--- config.mk ---
export PLATFORM = sky130hd
export DESIGN_NAME = ident_resynth
export DESIGN_NICKNAME = d
export VERILOG_FILES = /design/src/rtl/ident_resynth_pkg.sv /design/src/rtl/ident_phase_track.sv /design/src/rtl/ident_offset_reg.sv /design/src/rtl/ident_trig_sched.sv /design/src/rtl/ident_resynth.sv
export SDC_FILE = /design/constraint.sdc
export NUM_CORES = 1
export LEC_CHECK = 0
export ABC_AREA = 1
export ABC_CLOCK_PERIOD_IN_PS = 126800
export CAP_MARGIN = 0
export CORE_UTILIZATION = 49
export CTS_BUF_LIST = sky130_fd_sc_hd__clkbuf_8
export DETAILED_ROUTE_END_ITERATION = 8
export DONT_BUFFER_PORTS = 1
export SYNTH_ARGS = -nofsm -noshare
export SYNTH_HDL_FRONTEND = slang
export SYNTH_SLANG_ARGS = --single-unit
--- constraint.sdc ---
create_clock -name clk -period 126.8 [get_ports clk]
set_clock_uncertainty 0.15 [all_clocks]
set_input_delay 25.36 -clock clk [delete_from_list [all_inputs] [get_ports clk]]
set_output_delay 25.36 -clock clk [all_outputs]
set_load 0.1 [all_outputs]
--- src/rtl/ident_resynth_pkg.sv ---
package ident_resynth_pkg;

  // (a - b) mod p for a, b already in [0, p)
  function automatic int unsigned circ_sub(input int unsigned a,
                                           input int unsigned b,
                                           input int unsigned p);
    return (a >= b) ? (a - b) : (a + p - b);
  endfunction

  // single fold into [0, p) for v < 2p
  function automatic int unsigned fold_once(input int unsigned v,
                                            input int unsigned p);
    return (v >= p) ? (v - p) : v;
  endfunction

endpackage

--- src/rtl/ident_phase_track.sv ---
module ident_phase_track
  import ident_resynth_pkg::*;
#(
  parameter int TIME_W    = 64,
  parameter int PERIOD_NS = 10000,
  parameter int STEP_NS   = 8,
  parameter int PH_W      = $clog2(PERIOD_NS)
) (
  input  logic              clk,
  input  logic              rst,
  input  logic [TIME_W-1:0] time_i,
  input  logic [PH_W-1:0]   ofs_i,
  output logic              fire_o,
  output logic              jump_o
);

  logic [TIME_W-1:0] t_prev;
  logic [PH_W-1:0]   ph_q;
  logic [PH_W-1:0]   ph_now;
  logic              vld_q;

  always_comb begin
    jump_o = !vld_q || (time_i != t_prev + TIME_W'(STEP_NS));
    if (jump_o)
      ph_now = PH_W'(time_i % TIME_W'(PERIOD_NS));
    else
      ph_now = PH_W'(fold_once(32'(ph_q) + STEP_NS, PERIOD_NS));
    fire_o = circ_sub(32'(ph_now), 32'(ofs_i), PERIOD_NS) < STEP_NS;
  end

  always_ff @(posedge clk) begin
    if (rst) begin
      vld_q  <= 1'b0;
      t_prev <= '0;
      ph_q   <= '0;
    end else begin
      vld_q  <= 1'b1;
      t_prev <= time_i;
      ph_q   <= ph_now;
    end
  end

  // the tracked phase never leaves one period
  p_phase_range_r7: assert property (@(posedge clk) disable iff (rst)
    32'(ph_q) < PERIOD_NS);

endmodule

--- src/rtl/ident_offset_reg.sv ---
module ident_offset_reg
  import ident_resynth_pkg::*;
#(
  parameter int PERIOD_NS = 10000,
  parameter int PH_W      = $clog2(PERIOD_NS)
) (
  input  logic            clk,
  input  logic            rst,
  input  logic            load_i,
  input  logic [PH_W-1:0] val_i,
  input  logic            commit_i,
  output logic [PH_W-1:0] ofs_o
);

  logic [PH_W-1:0] act_q;
  logic [PH_W-1:0] pend_q;
  logic            pend_vld;

  always_ff @(posedge clk) begin
    if (rst) begin
      act_q    <= '0;
      pend_q   <= '0;
      pend_vld <= 1'b0;
    end else begin
      if (commit_i && pend_vld)
        act_q <= pend_q;
      if (load_i) begin
        pend_q   <= PH_W'(fold_once(32'(val_i), PERIOD_NS));
        pend_vld <= 1'b1;
      end else if (commit_i) begin
        pend_vld <= 1'b0;
      end
    end
  end

  assign ofs_o = act_q;

  // held offsets always lie inside one period
  p_offset_range_r4: assert property (@(posedge clk) disable iff (rst)
    (32'(act_q) < PERIOD_NS) && (32'(pend_q) < PERIOD_NS));

  // a pending offset moves to active on the boundary and is consumed
  p_pend_commit_r3: assert property (@(posedge clk) disable iff (rst)
    (commit_i && pend_vld && !load_i) |=> (act_q == $past(pend_q)) && !pend_vld);

endmodule

--- src/rtl/ident_trig_sched.sv ---
module ident_trig_sched #(
  parameter int CNT_W = 16
) (
  input  logic             clk,
  input  logic             rst,
  input  logic             arm_i,
  input  logic [CNT_W-1:0] cnt_i,
  input  logic             fire_i,
  output logic             trig_o
);

  logic [CNT_W-1:0] rem_q;
  logic             armed_q;
  logic             trig_q;

  always_ff @(posedge clk) begin
    if (rst) begin
      rem_q   <= '0;
      armed_q <= 1'b0;
      trig_q  <= 1'b0;
    end else begin
      trig_q <= 1'b0;
      if (arm_i) begin
        rem_q   <= cnt_i;
        armed_q <= (cnt_i != '0);
      end else if (armed_q && fire_i) begin
        rem_q <= rem_q - 1'b1;
        if (rem_q == CNT_W'(1)) begin
          armed_q <= 1'b0;
          trig_q  <= 1'b1;
        end
      end
    end
  end

  assign trig_o = trig_q;

  // an idle scheduler never raises a trigger on the next cycle
  p_idle_quiet_r6: assert property (@(posedge clk) disable iff (rst)
    (!armed_q && !arm_i) |=> !trig_q);

endmodule

--- src/rtl/ident_resynth.sv ---
module ident_resynth #(
  parameter int TIME_W    = 64,
  parameter int PERIOD_NS = 10000,
  parameter int STEP_NS   = 8,
  parameter int CNT_W     = 16,
  localparam int PH_W     = $clog2(PERIOD_NS)
) (
  input  logic              clk,
  input  logic              rst,
  input  logic [TIME_W-1:0] net_time_i,
  input  logic              ofs_load_i,
  input  logic [PH_W-1:0]   ofs_val_i,
  input  logic              arm_i,
  input  logic [CNT_W-1:0]  arm_cnt_i,
  output logic              ident_o,
  output logic              trig_o,
  output logic              resync_o
);

  logic [PH_W-1:0] ofs_act;
  logic            fire;
  logic            jump;
  logic            ident_q;
  logic            resync_q;

  ident_offset_reg #(
    .PERIOD_NS(PERIOD_NS),
    .PH_W     (PH_W)
  ) u_ofs (
    .clk     (clk),
    .rst     (rst),
    .load_i  (ofs_load_i),
    .val_i   (ofs_val_i),
    .commit_i(fire),
    .ofs_o   (ofs_act)
  );

  ident_phase_track #(
    .TIME_W   (TIME_W),
    .PERIOD_NS(PERIOD_NS),
    .STEP_NS  (STEP_NS),
    .PH_W     (PH_W)
  ) u_track (
    .clk   (clk),
    .rst   (rst),
    .time_i(net_time_i),
    .ofs_i (ofs_act),
    .fire_o(fire),
    .jump_o(jump)
  );

  ident_trig_sched #(
    .CNT_W(CNT_W)
  ) u_sched (
    .clk   (clk),
    .rst   (rst),
    .arm_i (arm_i),
    .cnt_i (arm_cnt_i),
    .fire_i(fire),
    .trig_o(trig_o)
  );

  always_ff @(posedge clk) begin
    if (rst) begin
      ident_q  <= 1'b0;
      resync_q <= 1'b0;
    end else begin
      ident_q  <= fire;
      resync_q <= jump;
    end
  end

  assign ident_o  = ident_q;
  assign resync_o = resync_q;

  // without a discontinuity an ident pulse lasts one cycle
  p_single_cycle_r2: assert property (@(posedge clk) disable iff (rst)
    ident_o |=> (resync_o || !ident_o));

  // a trigger only ever coincides with an ident pulse
  p_trig_on_ident_r5: assert property (@(posedge clk) disable iff (rst)
    trig_o |-> ident_o);

endmodule

==> impl_metrics.json, run 1 <==
{
  "r2r_cells": 61,
  "chipHeight_um": 260,
  "crit_type": "in2reg",
  "drt-initial-drc-count": 1420,
  "layout_common_cells": "nand2_1 (1,085), inv_1 (585), nand3_1 (544)",
  "tightest_slew_ns": 0.976,
  "syn_nets": 5246,
  "grt_overflow": 0,
  "min-delay-start": "u_ofs.pend_q[2]",
  "synthMuxAreaShare_pct": 0,
  "grt_pass1_vias": 27800,
  "rsz0062_at_grt": "false",
  "clk_pin_slew_ns": 0.09,
  "synth_flop_cell": "dfxtp_1",
  "post-cts-setup-buffers": 0,
  "vias_per_cell": 4.98,
  "synth-simple-area-share_pct": 63.8,
  "path_common_cell": "nand2_2",
  "holdBufCountCts": 0,
  "critPathRequiredTime_ns": 127.06,
  "yosys.area_share.adder_pct": 1.31,
  "drive_gt1_share_pct": 30.2,
  "worstPathArrival_ns": 68.27,
  "final_common_cell": "nand2_1",
  "ioPinCount": 101,
  "root_buffer": "clkbuf_8",
  "ant_nets": 0,
  "maxCapViolations": 0,
  "timing.final.crit_share_pct": 53.6,
  "reg2reg_slack_ns": 115.09,
  "numCtsBuffers": 17,
  "avgSynthCellArea_um2": 6.36,
  "slew_headroom_pct": 34.4,
  "synth_xor_area_share_pct": 7.93,
  "cts_resized": 0,
  "cts_tree": "yes",
  "die-area_um2": 67400,
  "period_needed_ns": 68.01,
  "yosys_warnings": 0,
  "synth_top_area_cell": "nand2_1",
  "setup_tns_ns": 0,
  "status": "complete, no violations",
  "grt_max_degree": 112,
  "timing.final.hold_violations": 0,
  "drc_errors": 0,
  "max_freq_mhz": 14.7,
  "placementRows": 94,
  "grt_use_total_pct": 22.8,
  "syn_area_um2": 32500,
  "firstDrtPassIters": 5,
  "start_util_pct": 49.5,
  "finalMaxSlewViolations": 0,
  "routed_wl_mm": 76.8,
  "max_stage_delay_ns": 0.75,
  "crit_path_top_delay_cell": "nor4_1",
  "fin_hold_ws_ns": 0.313,
  "yosysSeqAreaShare_pct": 7.88,
  "vias": 29700,
  "htreeDepth": 4,
  "yosysTopAreaCellShare_pct": 12.5,
  "worstSetupEndpoint": "u_sched.rem_q[0]",
  "synth.distinct_cells": 78,
  "setup_violations": 0,
  "antennaDiodeCount": 0,
  "cts_buffer_depth": 2,
  "hold_path.class": "reg2reg",
  "synth_cells": 5114,
  "synth-edff-count": 0,
  "r2r_start": "u_track.t_prev[3]",
  "async_flop_share_pct": 0,
  "detailed_place_hpwl_mm": 65.0,
  "clock_latency_ns": 0.51,
  "worstPathMaxFanout": 17,
  "gp_routability_congestion": 0.900,
  "antenna_found_initial": 0,
  "core_um2": 65700,
  "wl_per_cell_um": 12.9,
  "clock-sinks": 128,
  "die_w_um": 260,
  "areaGrowthSynthToFinish_pct": 2.37,
  "crit_start": "net_time_i[54]",
  "timing.rr.end": "u_sched.rem_q[0]",
  "end_kind": "flip-flop",
  "synth_top_family_by_area": "simple AND/OR/NAND/NOR gates",
  "start_kind": "primary input",
  "grt_pass1_wl_mm": 132,
  "io_buffers": 0,
  "final_nets": 5209,
  "ys_seq_elements": 128,
  "synthTopCellsByArea": "nand2_1 (13%), nand2_4 (12%), nand2_2 (8.7%)",
  "synth_compound_area_share_pct": 6.96
}
==> logic make-up after synthesis <==
group | Yosys count
AND/OR/NAND/NOR | 3484
buffers and inverters | 854
AO/OA/AOI/OAI | 327
XOR/XNOR | 287
flip-flops | 128
adder cells (fa/ha/maj) | 34
==> cells in the mapped netlist, types with 90 or more instances <==
library cell,instances
nand4_1,100
xor2_1,221
nor2_2,131
nor2_4,90
nand3_1,544
nand2_1,1085
nor2_1,399
nand2_2,452
dfxtp_1,128
nand2_4,333
nand3_2,129
inv_1,585
inv_2,120
==> metrics by stage <==
step / worst slack (ns) / cells / util, % / area (µm²)
6_report: 58.79 / 5954 / 50.7 / 33300
4_1_cts: 58.73 / 5954 / 50.7 / 33300
5_1_grt: 54.18 / 5954 / 50.7 / 33300
3_5_place_dp: 58.24 / 5922 / 50.1 / 32900
2_1_floorplan: 64.71 / 5114 / - / 32500
3_3_place_gp: 58.94 / 5922 / 50.1 / 32900
==> worst min-delay path by stage <==
stage               cells past startpoint  slack, ns             end
CTS                                     2       0.31  u_ofs.ofs_o[9]
finish                                  2       0.31  u_ofs.ofs_o[2]
global route                            2       0.32  u_ofs.ofs_o[2]
global placement                        2       0.29  u_ofs.ofs_o[2]
detailed placement                      2       0.30  u_ofs.ofs_o[7]
floorplan                               2       0.28  u_ofs.ofs_o[2]
==> critical path: cells and delay by family <==
| kind | cells | cell delay (ns) |
|---|---|---|
| AND/OR/NAND/NOR | 265 | 32.71 |
| adder cells (fa/ha/maj) | 2 | 0.61 |
| buffers and inverters | 29 | 2.49 |
| AO/OA/AOI/OAI | 30 | 6.77 |
| XOR/XNOR | 1 | 0.16 |
==> registers in the layout (all words and copies together) (netlist names) <==
signal / cells
u_track.t_prev: 64
u_track.ph_q: 14
ident_o: 1
u_track.vld_q: 1
u_sched.armed_q: 1
resync_o: 1
u_ofs.ofs_o: 14
u_sched.rem_q: 16
u_ofs.pend_vld: 1
u_sched.trig_o: 1
u_ofs.pend_q: 14
==> layout make-up <==
cell class / count / area (µm²)
Clock buffer: 17 / 234
Clock inverter: 15 / 138
Fill cell: 6987 / 32400
Inverter: 796 / 3250
Multi-Input combinational cell: 4132 / 26000
Sequential cell: 128 / 2560
Tap cell: 864 / 1080
Timing Repair Buffer: 2 / 15.0
==> metal layers <==
| metal | wire [µm] | track usage, % | share of wire (%) | up-vias |
|---|---|---|---|---|
| li1 | - | - | - | 16100 |
| met2 | 35600 | 39.0 | 46 | 337 |
| met4 | 693 | 3.74 | 0.90 | 0 |
| met3 | 2360 | 2.70 | 3.1 | 37 |
| met5 | 0 | 0 | 0 | - |
| met1 | 38100 | 31.0 | 50 | 13200 |
Power of run 1 is not shown: default switching activity piles up to over one toggle a cycle in this logic, so the estimate is an artifact.
==> run 2, diff against run 1 <==
ABC_CLOCK_PERIOD_IN_PS = 56500   (was 126800)
PLACE_DENSITY = 0.66   (was default)
clock period = 56.5 ns   (was 126.8 ns; I/O delays follow)
==> run 2 against run 1 <==
Against the previous run:
- global-route usage decreased by 0.53 points
- die area did not move
- non-clock buffer count increased by 25
- core utilization rose by 0.48 points
==> impl_metrics.json, run 2 (same netlist as run 1, synthesis figures left out) <==
{
  "top_regs": "u_track.t_prev x64, u_sched.rem_q x16",
  "root_buffer": "clkbuf_8",
  "placementRows": 94,
  "max_stage_delay_ns": 0.39,
  "firstDrtPassIters": 5,
  "max_freq_mhz": 19.2,
  "largest_register_ffs": 64,
  "setup_violations": 0,
  "path_buf_inv": 27,
  "clock-sinks": 128,
  "gp_routability_congestion": 0.908,
  "die-area_um2": 67400,
  "cts_tree": "yes",
  "slew_headroom_pct": 37.7,
  "worstPathMaxFanout": 15,
  "numCtsBuffers": 17,
  "tightest_slew_ns": 0.933,
  "vias_per_cell": 4.98,
  "final_nets": 5234,
  "io_buffers": 0,
  "worstPathArrival_ns": 52.45,
  "crit_type": "in2reg",
  "grt_use_total_pct": 22.3,
  "hold_path.class": "reg2reg",
  "chipHeight_um": 260,
  "routed_wl_mm": 75.7,
  "status": "complete, no violations",
  "core_um2": 65700,
  "antenna_found_initial": 0,
  "layoutNonFillerInstCount": 5979,
  "path_common_cell": "nand2_4",
  "htreeDepth": 4,
  "start_kind": "primary input",
  "grt_pass1_vias": 27700,
  "grt_pass1_wl_mm": 129,
  "finalMaxSlewViolations": 0,
  "timing.final.hold_violations": 0,
  "drc_errors": 0,
  "final_common_cell": "nand2_1",
  "layout_common_cells": "nand2_1 (1,085), inv_1 (586), nand3_1 (543)",
  "grt_max_degree": 112,
  "dp.cells": 5922,
  "clock_latency_ns": 0.51,
  "place_area_um2": 32900,
  "ioPinCount": 101,
  "clk_pin_slew_ns": 0.09,
  "start_util_pct": 49.5,
  "drive_gt1_share_pct": 30.7,
  "vias": 29800,
  "critPathRequiredTime_ns": 56.80,
  "end_kind": "flip-flop",
  "crit_path_top_delay_cell": "nor4_4",
  "die_w_um": 260,
  "wl_per_cell_um": 12.7,
  "grt_overflow": 0,
  "antennaDiodeCount": 0,
  "areaGrowthSynthToFinish_pct": 3.33,
  "stdcell_area_um2": 33600,
  "detailed_place_hpwl_mm": 63.5,
  "maxCapViolations": 0,
  "ant_nets": 0,
  "timing.final.crit_share_pct": 92.3,
  "path_delay_family": "simple AND/OR/NAND/NOR gates",
  "drt-initial-drc-count": 1611,
  "cts_buffer_depth": 2,
  "period_needed_ns": 52.15,
  "largest_register": "u_track.t_prev"
}
run 2: cell type report:
| class | instances | area [µm²] |
|---|---|---|
| tap | 864 | 1080 |
| inverter | 796 | 3250 |
| sequential | 128 | 2560 |
| clock inverter | 15 | 125 |
| clock buffer | 17 | 234 |
| fill | 6742 | 32100 |
| timing repair buffer | 27 | 203 |
| multi-input combinational | 4132 | 26200 |
run 2: stage by stage:
stage / hold slack (ns) / setup slack, ns / utilization (%) / TNS [ns]
2_1_floorplan: 0.283 / 8.47 / - / 0
6_report: 0.314 / 4.35 / 51.1 / 0
3_3_place_gp: 0.296 / 3.17 / 50.1 / 0
4_1_cts: 0.310 / 2.75 / 50.6 / 0
3_5_place_dp: 0.298 / 2.27 / 50.1 / 0
5_1_grt: 0.329 / -0.118 / 51.1 / -1.45
run 2: worst reg2reg max path: cells and delay by family, from the launching register on:
family | cells | cell delay [ns]
AO/OA/AOI/OAI | 11 | 2.20
flip-flops | 1 | 0.41
AND/OR/NAND/NOR | 31 | 6.36
buffers and inverters | 17 | 1.85
XOR/XNOR | 1 | 0.09
adder cells (fa/ha/maj) | 1 | 0.25
run 2: worst paths after layout:
path | from | to | slack, ns | cells past startpoint
worst min register to register | u_ofs.pend_q[7] | u_ofs.ofs_o[7] | 0.31 | 2
worst max-delay path | net_time_i[54] | u_sched.rem_q[0] | 4.35 | 327
worst min-delay path | u_ofs.pend_q[7] | u_ofs.ofs_o[7] | 0.31 | 2
worst max register to register | u_track.t_prev[3] | u_sched.rem_q[0] | 45.14 | 61
run 2: repair_timing:
action / CTS / global route
buffers inserted: 0 / 25
hold buffers: 0 / 0
endpoints found under the setup margin: 0 / 34
resized for setup: 0 / 27
run 2: metal layers:
metal | up-vias | GRT usage [%] | wire length (µm)
li1 | 16100 | - | -
met1 | 13200 | 30.4 | 37500
met2 | 368 | 37.3 | 34300
met3 | 71 | 2.52 | 2490
met4 | 0 | 5.18 | 1340
met5 | - | 0 | 0
Power of run 2 is left out for the same reason.
